[src/rtl/smute_pkg.sv]
`timescale 1ns/1ps
// Package: shared types for the soft mute ramp.
// Assumes: nothing beyond the standard language.
package smute_pkg;

    // Which source drives the mute request.
    typedef enum logic {
        SRC_PIN = 1'b0,
        SRC_REG = 1'b1
    } mute_src_e;

    // Number of audio channels carried by the stage.
    localparam int NUM_CH = 2;

endpackage

[src/rtl/smute_req_sel.sv]
`timescale 1ns/1ps
// Module: smute_req_sel
// Picks the effective mute request from the pin or the register bit.
// Assumes: both inputs are already synchronous to clk.
module smute_req_sel
    import smute_pkg::*;
(
    input  logic      mute_pin,
    input  logic      mute_bit,
    input  mute_src_e src_sel,
    output logic      mute_req
);

    // Route the selected source to the ramp counter.
    always_comb begin
        unique case (src_sel)
            SRC_REG: mute_req = mute_bit;
            default: mute_req = mute_pin;
        endcase
    end

endmodule

[src/rtl/smute_ramp_ctr.sv]
`timescale 1ns/1ps
// Module: smute_ramp_ctr
// Up/down attenuation counter, saturating at 0 and at the ramp length.
// It steps once per strobe and exposes the gain numerator for the
// count that results from the current step.
// Assumes: step is a single-cycle strobe per stereo frame.
module smute_ramp_ctr #(
    parameter int RAMP_LOG2 = 10
) (
    input  logic                 clk,
    input  logic                 rst_n,
    input  logic                 step,
    input  logic                 mute_req,
    output logic [RAMP_LOG2:0]   gain_nxt,
    output logic                 full_mute
);

    localparam int CNT_W = RAMP_LOG2 + 1;
    localparam logic [CNT_W-1:0] CNT_MAX = CNT_W'(1) << RAMP_LOG2;

    logic [CNT_W-1:0] att_q;
    logic [CNT_W-1:0] att_d;

    // Next count: move one step toward the requested end, saturating.
    always_comb begin
        att_d = att_q;
        if (step) begin
            if (mute_req && (att_q != CNT_MAX))
                att_d = att_q + CNT_W'(1);
            else if (!mute_req && (att_q != '0))
                att_d = att_q - CNT_W'(1);
        end
    end

    // Gain numerator that applies to the sample of this strobe.
    always_comb gain_nxt = CNT_MAX - att_d;

    // Silence flag taken from the stored count.
    always_comb full_mute = (att_q == CNT_MAX);

    // Count register with synchronous reset to unity gain.
    always_ff @(posedge clk) begin
        if (!rst_n) att_q <= '0;
        else        att_q <= att_d;
    end

    // a fade-down strobe below the ceiling adds one step.
    a_r2_fade_step: assert property (@(posedge clk) disable iff (!rst_n)
        (step && mute_req && (att_q != CNT_MAX)) |=> (att_q == $past(att_q) + CNT_W'(1)));

    // a fade-up strobe above zero removes one step from wherever it is.
    a_r5_rise_step: assert property (@(posedge clk) disable iff (!rst_n)
        (step && !mute_req && (att_q != '0)) |=> (att_q == $past(att_q) - CNT_W'(1)));

    // the count never passes the silence point.
    a_r3_ceiling: assert property (@(posedge clk) disable iff (!rst_n)
        (att_q <= CNT_MAX));

    // without a strobe the count holds.
    a_r9_hold: assert property (@(posedge clk) disable iff (!rst_n)
        !step |=> $stable(att_q));

endmodule

[src/rtl/smute_gain_mul.sv]
`timescale 1ns/1ps
// Module: smute_gain_mul
// Multiplies one sample by gain/2^RAMP_LOG2, rounds toward zero and
// registers the result on the strobe.
// Assumes: gain never exceeds 2^RAMP_LOG2.
module smute_gain_mul #(
    parameter int SMP_W     = 24,
    parameter int RAMP_LOG2 = 10
) (
    input  logic                 clk,
    input  logic                 rst_n,
    input  logic                 en,
    input  logic [RAMP_LOG2:0]   gain,
    input  logic [SMP_W-1:0]     smp_in,
    output logic [SMP_W-1:0]     smp_out
);

    localparam int CNT_W  = RAMP_LOG2 + 1;
    localparam int PROD_W = SMP_W + CNT_W + 1;
    localparam logic [CNT_W-1:0] UNITY = CNT_W'(1) << RAMP_LOG2;

    logic signed [PROD_W-1:0] s_ext;
    logic signed [PROD_W-1:0] g_ext;
    logic signed [PROD_W-1:0] prod;
    logic signed [PROD_W-1:0] biased;
    logic        [SMP_W-1:0]  smp_d;
    logic        [SMP_W-1:0]  smp_q;

    // Product with a bias on negative values so the shift truncates toward zero.
    always_comb begin
        s_ext  = PROD_W'($signed(smp_in));
        g_ext  = $signed(PROD_W'({1'b0, gain}));
        prod   = s_ext * g_ext;
        biased = prod + (prod[PROD_W-1] ? PROD_W'((1 << RAMP_LOG2) - 1) : '0);
        smp_d  = biased[RAMP_LOG2 +: SMP_W];
    end

    // Output register, loaded once per strobe.
    always_ff @(posedge clk) begin
        if (!rst_n)  smp_q <= '0;
        else if (en) smp_q <= smp_d;
    end

    assign smp_out = smp_q;

    // the scaled value always fits the sample width.
    a_r6_no_overflow: assert property (@(posedge clk) disable iff (!rst_n)
        en |-> ((biased[PROD_W-1:RAMP_LOG2+SMP_W-1] == '0) ||
                (biased[PROD_W-1:RAMP_LOG2+SMP_W-1] == '1)));

    // rounding toward zero never flips the sign of the sample.
    a_r6_toward_zero: assert property (@(posedge clk) disable iff (!rst_n)
        en |=> ((smp_out == '0) || (smp_out[SMP_W-1] == $past(smp_in[SMP_W-1]))));

    // unity gain passes the sample unchanged.
    a_r4_unity: assert property (@(posedge clk) disable iff (!rst_n)
        (en && (gain == UNITY)) |=> (smp_out == $past(smp_in)));

    // zero gain yields exact silence.
    a_r3_zero_gain: assert property (@(posedge clk) disable iff (!rst_n)
        (en && (gain == '0)) |=> (smp_out == '0));

    // without a strobe the output holds.
    a_r9_out_hold: assert property (@(posedge clk) disable iff (!rst_n)
        !en |=> $stable(smp_out));

endmodule

[src/rtl/smute_ramp_top.sv]
`timescale 1ns/1ps
// Module: smute_ramp_top
// Stereo soft mute: a shared attenuation ramp drives one gain stage
// per channel. The outputs of a strobe appear one clock after it.
// Assumes: smp_valid is high for one cycle per stereo frame.
module smute_ramp_top
    import smute_pkg::*;
#(
    parameter int SMP_W     = 24,
    parameter int RAMP_LOG2 = 10
) (
    input  logic              clk,
    input  logic              rst_n,
    input  logic              mute_pin,
    input  logic              mute_bit,
    input  logic              src_sel,
    input  logic              smp_valid,
    input  logic [SMP_W-1:0]  left_in,
    input  logic [SMP_W-1:0]  right_in,
    output logic [SMP_W-1:0]  left_out,
    output logic [SMP_W-1:0]  right_out,
    output logic              out_valid,
    output logic              muted
);

    localparam int CNT_W = RAMP_LOG2 + 1;

    logic                          mute_req;
    logic [CNT_W-1:0]              gain_nxt;
    logic [NUM_CH-1:0][SMP_W-1:0]  ch_in;
    logic [NUM_CH-1:0][SMP_W-1:0]  ch_out;
    logic                          vld_q;

    smute_req_sel u_sel (
        .mute_pin (mute_pin),
        .mute_bit (mute_bit),
        .src_sel  (mute_src_e'(src_sel)),
        .mute_req (mute_req)
    );

    smute_ramp_ctr #(.RAMP_LOG2(RAMP_LOG2)) u_ctr (
        .clk       (clk),
        .rst_n     (rst_n),
        .step      (smp_valid),
        .mute_req  (mute_req),
        .gain_nxt  (gain_nxt),
        .full_mute (muted)
    );

    // Pack the channels so each gain stage is instantiated from one loop.
    always_comb begin
        ch_in[0] = left_in;
        ch_in[1] = right_in;
    end

    for (genvar g = 0; g < NUM_CH; g++) begin : g_ch
        smute_gain_mul #(.SMP_W(SMP_W), .RAMP_LOG2(RAMP_LOG2)) u_mul (
            .clk     (clk),
            .rst_n   (rst_n),
            .en      (smp_valid),
            .gain    (gain_nxt),
            .smp_in  (ch_in[g]),
            .smp_out (ch_out[g])
        );
    end

    assign left_out  = ch_out[0];
    assign right_out = ch_out[1];

    // Output strobe, one clock behind the input strobe.
    always_ff @(posedge clk) begin
        if (!rst_n) vld_q <= 1'b0;
        else        vld_q <= smp_valid;
    end

    assign out_valid = vld_q;

    // every strobe produces a valid output on the next cycle.
    a_r10_valid_follows: assert property (@(posedge clk) disable iff (!rst_n)
        smp_valid |=> out_valid);

    // no strobe means no valid output on the next cycle.
    a_r10_no_spurious: assert property (@(posedge clk) disable iff (!rst_n)
        !smp_valid |=> !out_valid);

    // when the silence flag is up, a fresh output is zero on both channels.
    a_r3_silent_out: assert property (@(posedge clk) disable iff (!rst_n)
        (muted && out_valid) |-> ((left_out == '0) && (right_out == '0)));

    // equal inputs on both channels give equal outputs.
    a_r7_shared_gain: assert property (@(posedge clk) disable iff (!rst_n)
        (smp_valid && (left_in == right_in)) |=> (left_out == right_out));

endmodule

[config.mk]
export PLATFORM = sky130hd
export DESIGN_NAME = smute_ramp_top
export DESIGN_NICKNAME = d
export VERILOG_FILES = /design/src/rtl/smute_pkg.sv /design/src/rtl/smute_req_sel.sv /design/src/rtl/smute_ramp_ctr.sv /design/src/rtl/smute_gain_mul.sv /design/src/rtl/smute_ramp_top.sv
export SDC_FILE = /design/constraint.sdc
export NUM_CORES = 1
export LEC_CHECK = 0
export ABC_AREA = 1
export BUFFER_PORTS_ARGS = -buffer_cell sky130_fd_sc_hd__buf_2
export CORE_ASPECT_RATIO = 1.4
export CORE_MARGIN = 5
export CORE_UTILIZATION = 38
export DETAILED_ROUTE_END_ITERATION = 12
export GPL_ROUTABILITY_DRIVEN = 1
export PLACE_DENSITY_LB_ADDON = 0.3
export SYNTH_ARGS = -nofsm -noshare
export SYNTH_HDL_FRONTEND = slang
export SYNTH_HIERARCHICAL = 1
export SYNTH_SLANG_ARGS = --single-unit
export TNS_END_PERCENT = 1
[constraint.sdc]
create_clock -name clk -period 28.9 [get_ports clk]
set_clock_uncertainty 0.05 [all_clocks]
set_input_delay 5.78 -clock clk [delete_from_list [all_inputs] [get_ports clk]]
set_output_delay 5.78 -clock clk [all_outputs]
set_load 0.01 [all_outputs]
==> flow_summary_export.csv, run 1 <==
group,metric,value,unit
sta,hold_viol,0,
global_route,overflow,0,
clock_network,cts_tree,"built",
global_route,antenna_found_initial,5,
sta,setup_viol,0,
worst_setup_path,worstSetupPathType,"input pin to flip-flop",
global_route,grt_max_degree,89,
yosys,synthFlopType,"dfxtp_1",
global_route,grt.total_usage,20.4,%
floorplan,dieArea,73600,um^2
status,outcome,"completed",
finish,drive_gt1_share,8.58,%
place,portBuffers,103,
clock_network,numCtsBuffers,9,
place,dp_slack,14.26,ns
place,place_congestion,0.883,
yosys,syn_area_per_cell,6.89,um^2
worst_setup_path,rr_worst_depth,50,
sta,relSlewSlack,42.0,%
hold_path,whs_path_depth,2,
worst_setup_path,end_kind,"flip-flop",
global_route,grt_pass1_wl,122000,um
floorplan,die_width,231,um
detailed_routing,vias,22300,
clock_network,cts_setup_buffers,0,
finish,final_cell_mix,"nand2_1, inv_1, fa_1",
finish,nFillCells,7181,
detailed_routing,ant_nets,0,
finish,synthToLayoutAreaGrowth,6.20,%
worst_setup_path,crit_arrival,14.46,ns
worst_setup_path,cp.required,29.09,ns
yosys,ys_types,59,
detailed_routing,drt-wirelength-per-cell,15.8,um
clock_network,cts_sinks,60,
detailed_routing,drt_wl_total,73100,um
finish,multiInputGateArea,20400,um^2
yosys,ys_seq_elements,60,
sta,min_period,14.27,ns
finish,final_common_cell,"nand2_1",
clock_network,cts_root_buf,"clkbuf_16",
yosys,syn_inst,3761,
detailed_routing,drc,0,
floorplan,start_util,38.3,%
sta,period_share,49.4,%
clock_network,worstSkewPairLatency,0.33,ns
yosys,synth_edf_count,0,
clock_network,cts_resized,0,
floorplan,ios,104,
place,dpl.hpwl,60600,um
hold_path,hold_start,"g_ch[1].u_mul/smp_out[0]",
worst_setup_path,startpoint_type,"input pin",
worst_setup_path,cp_slowest_cell,"fa_1",
clock_network,clk_pin_slew,0.06,ns
finish,nets,4456,
yosys,syn-cell-area,25900,um^2
worst_setup_path,cp_slowest_stage_delay,0.57,ns
clock_network,ctsHoldBuffers,0,
sta,fin_ws,14.63,ns
hold_path,worstHoldEndpoint,"g_ch[1].u_mul/smp_out[0]",
global_route,grt_pass1_vias,24300,
floorplan,die_y,319,um
hold_path,min_path_type,"flip-flop to flip-flop",
yosys,ys_seq_area_share,4.64,%
worst_setup_path,timing.rr.end,"g_ch[0].u_mul/smp_out[7]",
worst_setup_path,crit_fanout,33,
clock_network,htreeDepth,3,
floorplan,rows,113,
yosys,yosys_warnings,6,
worst_setup_path,r2r-start,"u_ctr/att_q[0]",
detailed_routing,drt_iter0_drc,857,
sta,rsz0062_at_grt,"no",
finish,regArea,1200,um^2
sta,final_max_slew_viol_count,0,
detailed_routing,avgViaCountPerCell,4.80,
yosys,syn_nets,4444,
job,maxCapViolCount,0,
sta,worst_pin_slew,0.870,ns
worst_setup_path,cp-startpoint,"src_sel",
floorplan,coreArea,67700,um^2
yosys,synth-async-reset-ratio,0,%
sta,clock.fmax,0.0701,GHz
sta,fin_tns_setup,0,ns
detailed_routing,dr.pass1.iters,5,
clock_network,clockBufferDepth,2,
worst_setup_path,r2r_setup_slack,19.22,ns
logic make-up (layout without fill, tap and decap cells):
logic type	Yosys count	after routing	share of synthesized area (%)
compound gates	177	177	4.10
xor+xnor	53	53	1.95
fa+ha+maj	629	629	43.9
buf+inv	1162	1179	17.1
flops	60	60	4.64
other cells	0	2	0
simple gates	1680	1680	28.4
sequential cells by signal, summed over array words and instances, names as in the netlist:
signal,flops
g_ch.u_mul/smp_out,48
u_ctr/att_q,11
out_valid,1
critical path, delay by kind of cell:
kind / cells / cell delay [ns]
xor+xnor: 2 / 0.74
simple gates: 25 / 2.45
fa+ha+maj: 8 / 3.60
compound gates: 2 / 0.34
buf+inv: 13 / 1.47
synth_stat cells, types with 8 or more instances:
cell / instances / share of area [%]
nand2_4: 17 / 0.74
nand2_1: 1105 / 16
xnor2_1: 12 / 0.41
ha_1: 163 / 7.9
nor2_2: 29 / 0.70
nand3_1: 150 / 2.9
inv_2: 15 / 0.22
nand2_2: 58 / 1.4
xor2_1: 37 / 1.3
nand3_2: 13 / 0.50
nor3_1: 13 / 0.25
clkbuf_1: 103 / 1.5
fa_1: 466 / 36
nor2_1: 201 / 2.9
a21oi_1: 73 / 1.4
nand3b_1: 13 / 0.38
inv_1: 1025 / 15
dfxtp_1: 60 / 4.6
a21oi_2: 8 / 0.27
nor4_1: 8 / 0.19
o21ai_0: 53 / 1.0
nand4_1: 38 / 0.92
nor2_4: 16 / 0.70
metrics by stage:
stage	cell area [um^2]	instances	hold slack (ns)	util [%]
2_1_floorplan	25900	3761	0.465	-
3_5_place_dp	27200	4624	0.458	40.2
4_1_cts	27500	4640	0.476	40.6
6_report	27500	4642	0.467	40.6
3_3_place_gp	27200	4624	0.450	40.2
5_1_grt	27500	4640	0.507	40.6
worst max path at each step:
| stage | slack [ns] | cells after the start | endpoint |
|---|---|---|---|
| floorplan | 15.73 | 50 | g_ch[0].u_mul/smp_out[9] |
| global placement | 14.38 | 50 | g_ch[0].u_mul/smp_out[7] |
| detailed placement | 14.26 | 50 | g_ch[0].u_mul/smp_out[7] |
| CTS | 14.61 | 50 | g_ch[0].u_mul/smp_out[7] |
| global route | 14.03 | 48 | g_ch[0].u_mul/smp_out[7] |
| finish | 14.63 | 50 | g_ch[0].u_mul/smp_out[7] |
metal layers:
| layer | GRT usage [%] | routed length (um) | vias up |
|---|---|---|---|
| li1 | - | - | 10800 |
| met1 | 20.5 | 26200 | 10800 |
| met2 | 41.9 | 41400 | 411 |
| met3 | 2.16 | 1950 | 204 |
| met4 | 8.06 | 3510 | 4 |
| met5 | 0 | 25 | - |
layout make-up:
cell class,instances,area share [%]
inverter,1047,14.3
multi-input combinational,2539,74.1
clock buffer,9,0.818
sequential,60,4.37
timing repair buffer,116,2.24
antenna,2,0.0182
tap,862,3.92
clock inverter,7,0.273
Power of run 1 is not shown: default switching activity piles up to over one toggle a cycle in this logic, so the estimate is an artifact.
==> run 2: changes to the inputs <==
==> constraint.sdc (replaced) <==
create_clock -name clk -period 14.9 [get_ports clk]
set_clock_uncertainty 0.05 [all_clocks]
set_input_delay 2.98 -clock clk [delete_from_list [all_inputs] [get_ports clk]]
set_output_delay 2.98 -clock clk [all_outputs]
set_load 0.01 [all_outputs]
==> run 2 against run 1 <==
Routed wire length fell by 0.54%. Cell count is essentially flat. Cell area hardly changed. Flip-flop and latch count is the same. Die area is the same. Worst setup slack worse by 11 ns. Utilization is essentially flat. Via count rose by 0.26%. Count of clock-buffer cells in the layout stayed put. Global-route usage fell by 0.15 points. Register-to-register slack worse by 14 ns. Hold slack better by 0.0076 ns.
==> flow_summary_export.csv, run 2 (synthesis results as in run 1) <==
group,metric,value,unit
finish,drive_gt1_share,8.58,%
sta,setup_viol,0,
detailed_routing,drt_wl_total,72700,um
worst_setup_path,startpoint_type,"input pin",
detailed_routing,avgViaCountPerCell,4.81,
worst_setup_path,r2r-start,"u_ctr/att_q[0]",
sta,period_share,76.7,%
worst_setup_path,cp-startpoint,"src_sel",
floorplan,start_util,38.3,%
sta,hold_viol,0,
detailed_routing,drt-wirelength-per-cell,15.7,um
clock_network,cts_tree,"built",
finish,final_common_cell,"nand2_1",
detailed_routing,dr.pass1.iters,5,
detailed_routing,drt_iter0_drc,840,
sta,fin_ws,3.48,ns
detailed_routing,drc,0,
worst_setup_path,end_kind,"flip-flop",
sta,final_max_slew_viol_count,0,
hold_path,hold_start,"g_ch[0].u_mul/smp_out[12]",
worst_setup_path,critPathTopFamily,"adder cells",
clock_network,cts_resized,0,
clock_network,htreeDepth,3,
place,dp_slack,3.10,ns
clock_network,ctsHoldBuffers,0,
worst_setup_path,cp_slowest_cell,"fa_1",
floorplan,die_y,319,um
floorplan,rows,113,
sta,fin_tns_setup,0,ns
clock_network,clockBufferDepth,2,
place,dpl.hpwl,60200,um
status,outcome,"completed",
global_route,grt_pass1_wl,121000,um
clock_network,cts_root_buf,"clkbuf_16",
worst_setup_path,crit_arrival,11.61,ns
detailed_routing,ant_nets,0,
sta,rsz0062_at_grt,"no",
place,portBuffers,103,
sta,whs,0.474,ns
clock_network,worstSkewPairLatency,0.33,ns
global_route,grt_busiest_layer,"met2",
worst_setup_path,worstSetupPathType,"input pin to flip-flop",
sta,worst_pin_slew,0.871,ns
sta,min_period,11.42,ns
global_route,met2_usage,40.7,%
global_route,grt_pass1_vias,24000,
hold_path,min_path_type,"flip-flop to flip-flop",
sta,clock.fmax,0.0875,GHz
clock_network,clk_pin_slew,0.06,ns
finish,final_cell_mix,"nand2_1, inv_1, fa_1",
worst_setup_path,cp.required,15.09,ns
worst_setup_path,crit_fanout,33,
detailed_routing,vias,22400,
global_route,grt.total_usage,20.2,%
global_route,overflow,0,
global_route,met1_usage,20.9,%
clock_network,cts_setup_buffers,0,
clock_network,numCtsBuffers,9,
global_route,met3_usage,1.88,%
finish,nets,4456,
global_route,grt_max_degree,89,
floorplan,dieArea,73600,um^2
floorplan,ios,104,
floorplan,die_width,231,um
worst_setup_path,crit_buf_inv,13,
place,dp.cells,4624,
clock_network,cts_sinks,60,
finish,layoutNonFillerInstCount,4643,
sta,relSlewSlack,41.9,%
finish,synthToLayoutAreaGrowth,6.12,%
place,place_congestion,0.886,
job,maxCapViolCount,0,
floorplan,coreArea,67700,um^2
worst_setup_path,cp_slowest_stage_delay,0.58,ns
finish,largest_reg_flops,48,
worst_setup_path,r2r_setup_slack,5.27,ns
global_route,antenna_found_initial,6,
[run 2: changes by cell type in the layout (fill, tap and decap cells not counted)]
cell,delta
bufinv_16,-1
clkinvlp_4,+1
diode_2,+1
[run 2: per-stage QoR]
step | utilization (%) | instance area, um^2
floorplan | - | 25900
global placement | 40.2 | 27200
detailed placement | 40.2 | 27200
CTS | 40.6 | 27500
global route | 40.6 | 27500
finish | 40.6 | 27500
[run 2: cell type report]
| class | count | area [um^2] |
|---|---|---|
| Clock buffer | 9 | 225 |
| Timing Repair Buffer | 116 | 616 |
| Tap cell | 862 | 1080 |
| Inverter | 1047 | 3940 |
| Antenna cell | 3 | 7.51 |
| Fill cell | 7203 | 40200 |
| Clock inverter | 7 | 52.6 |
| Sequential cell | 60 | 1200 |
| Multi-Input combinational cell | 2539 | 20400 |
[run 2: path summary, 6_finish.rpt]
check | end | cells past startpoint
worst min-delay path | g_ch[0].u_mul/smp_out[12] | 2
worst min register to register | g_ch[0].u_mul/smp_out[12] | 2
worst max-delay path | g_ch[0].u_mul/smp_out[7] | 50
worst max register to register | g_ch[0].u_mul/smp_out[7] | 50
[run 2: metal layers]
metal | up-vias | part of all wire [%] | wire length [um]
met2 | 462 | 56 | 40600
met5 | - | 0.026 | 19
li1 | 10900 | - | -
met3 | 200 | 3.1 | 2250
met4 | 4 | 5.5 | 3970
met1 | 10800 | 36 | 25900
[run 2: tightest hold or removal path, delay by kind of cell, from the launching register on]
family	cells	cell delay (ns)
DFF	1	0.32
AOI/OAI and AO/OA	2	0.17
Power of run 2 is left out for the same reason.
==> run 3: changes to the inputs <==
==> constraint.sdc (replaced) <==
create_clock -name clk -period 9.9 [get_ports clk]
set_clock_uncertainty 0.05 [all_clocks]
set_input_delay 1.98 -clock clk [delete_from_list [all_inputs] [get_ports clk]]
set_output_delay 1.98 -clock clk [all_outputs]
set_load 0.01 [all_outputs]
==> run 3 against run 2 <==
Global-route usage rose by 0.22 points. Non-clock buffer count rose by 132. Critical path depth fell by 5. Count of clock-buffer cells in the layout rose by 2. Cell count rose by 2.8%. Sequential share of layout area fell by 0.19 points. Register-to-register slack got worse by 4.1 ns. Highest routed layer unchanged.
==> flow_summary_export.csv, run 3 (synthesis results as in run 1) <==
group,metric,value,unit
status,outcome,"completed",
place,place_congestion,0.941,
sta,fin_ws,0.587,ns
floorplan,die_y,319,um
sta,hold_viol,0,
floorplan,start_util,38.3,%
clock_network,cts_root_buf,"clkbuf_16",
global_route,grt.total_usage,20.5,%
clock_network,htreeDepth,3,
place,portBuffers,103,
detailed_routing,drt-wirelength-per-cell,15.5,um
worst_setup_path,cp_slowest_stage_delay,0.55,ns
sta,rsz0062_at_grt,"no",
clock_network,worstSkewPairLatency,0.34,ns
floorplan,dieArea,73600,um^2
finish,largest_reg_flops,48,
hold_path,min_path_type,"flip-flop to flip-flop",
sta,setup_viol,0,
global_route,grt_max_degree,86,
detailed_routing,ant_nets,0,
worst_setup_path,cp.required,10.10,ns
worst_setup_path,crit_arrival,9.51,ns
detailed_routing,drt_wl_total,74200,um
clock_network,clockBufferDepth,2,
finish,final_common_cell,"nand2_1",
hold_path,whs_path_depth,2,
place,dp_slack,0.111,ns
worst_setup_path,cp.depth,45,
sta,final_max_slew_viol_count,0,
detailed_routing,drc,0,
global_route,grt_busiest_layer,"met2",
clock_network,clk_pin_slew,0.06,ns
finish,drive_gt1_share,11.8,%
worst_setup_path,crit_fanout,19,
detailed_routing,avgViaCountPerCell,4.76,
global_route,grt_pass1_vias,24300,
sta,relSlewSlack,45.1,%
floorplan,ios,104,
global_route,met1_usage,19.9,%
sta,worst_pin_slew,0.824,ns
worst_setup_path,worstSetupPathType,"input pin to flip-flop",
finish,nets,4588,
clock_network,cts_sinks,60,
global_route,met3_usage,2.07,%
floorplan,rows,113,
detailed_routing,dr.pass1.iters,5,
finish,regArea,1200,um^2
clock_network,cts_tree,"built",
place,dpl.hpwl,64100,um
floorplan,die_width,231,um
global_route,antenna_found_initial,8,
sta,fin_tns_setup,0,ns
finish,layoutNonFillerInstCount,4775,
finish,nFillCells,7122,
clock_network,numCtsBuffers,9,
worst_setup_path,crit_path_frequent_cell,"nand2_1",
sta,min_period,9.31,ns
place,dp.cells,4754,
global_route,overflow,0,
job,maxCapViolCount,0,
worst_setup_path,critPathTopFamily,"adder cells",
worst_setup_path,crit_buf_inv,9,
detailed_routing,vias,22700,
sta,clock.fmax,0.107,GHz
worst_setup_path,cp_slowest_cell,"fa_1",
clock_network,ctsHoldBuffers,0,
global_route,met2_usage,42.2,%
finish,synthToLayoutAreaGrowth,10.9,%
sta,period_share,94.1,%
worst_setup_path,rr_worst_depth,49,
worst_setup_path,startpoint_type,"input pin",
finish,final_cell_mix,"nand2_1, inv_1, fa_1",
detailed_routing,drt_iter0_drc,829,
finish,multiInputGateArea,20400,um^2
floorplan,coreArea,67700,um^2
worst_setup_path,end_kind,"flip-flop",
global_route,grt_pass1_wl,121000,um
==> run 3: cell type report <==
cell class              instances  share of cell area [%]
diodes                          4                  0.0349
multi-input cells            2539                    71.0
clock buffers                  11                   0.880
repair buffers                248                    6.33
well taps                     862                    3.76
clock inverters                 4                  0.0871
flip-flops and latches         60                    4.18
inverters                    1047                    13.7
==> run 3: final timing paths <==
path / start / end / slack (ns)
max: src_sel / g_ch[0].u_mul/smp_out[1] / 0.59
min: g_ch[1].u_mul/smp_out[1] / g_ch[1].u_mul/smp_out[1] / 0.48
max reg2reg: u_ctr/att_q[0] / g_ch[1].u_mul/smp_out[8] / 1.20
min reg2reg: g_ch[1].u_mul/smp_out[1] / g_ch[1].u_mul/smp_out[1] / 0.48
==> run 3: metrics by stage <==
| stage | util [%] | area, um^2 | hold slack [ns] |
|---|---|---|---|
| after floorplan | - | 25900 | 0.465 |
| after global placement | 41.9 | 28400 | 0.451 |
| after detailed placement | 41.9 | 28400 | 0.458 |
| after CTS | 42.3 | 28600 | 0.478 |
| after global routing | 42.4 | 28700 | 0.517 |
| final | 42.4 | 28700 | 0.480 |
==> run 3: what timing repair did <==
action                                 in CTS  in global routing
setup buffers                               0                  1
endpoints found under the hold margin       0                  0
gates resized for setup                     0                  8
setup endpoints to repair                   0                 23
==> run 3: worst min-delay path, delay by kind of cell (launching register included) <==
family,cells,cell delay [ns]
DFF,1,0.32
AOI/OAI and AO/OA,2,0.17
==> run 3: per-layer routing <==
metal	vias to the layer above	share of wire, %	routed length [um]
met5	-	0.031	23
met1	11000	35	25600
li1	11100	-	-
met4	4	5.7	4220
met2	379	57	42300
met3	205	2.8	2060
Power of run 3 is left out for the same reason.
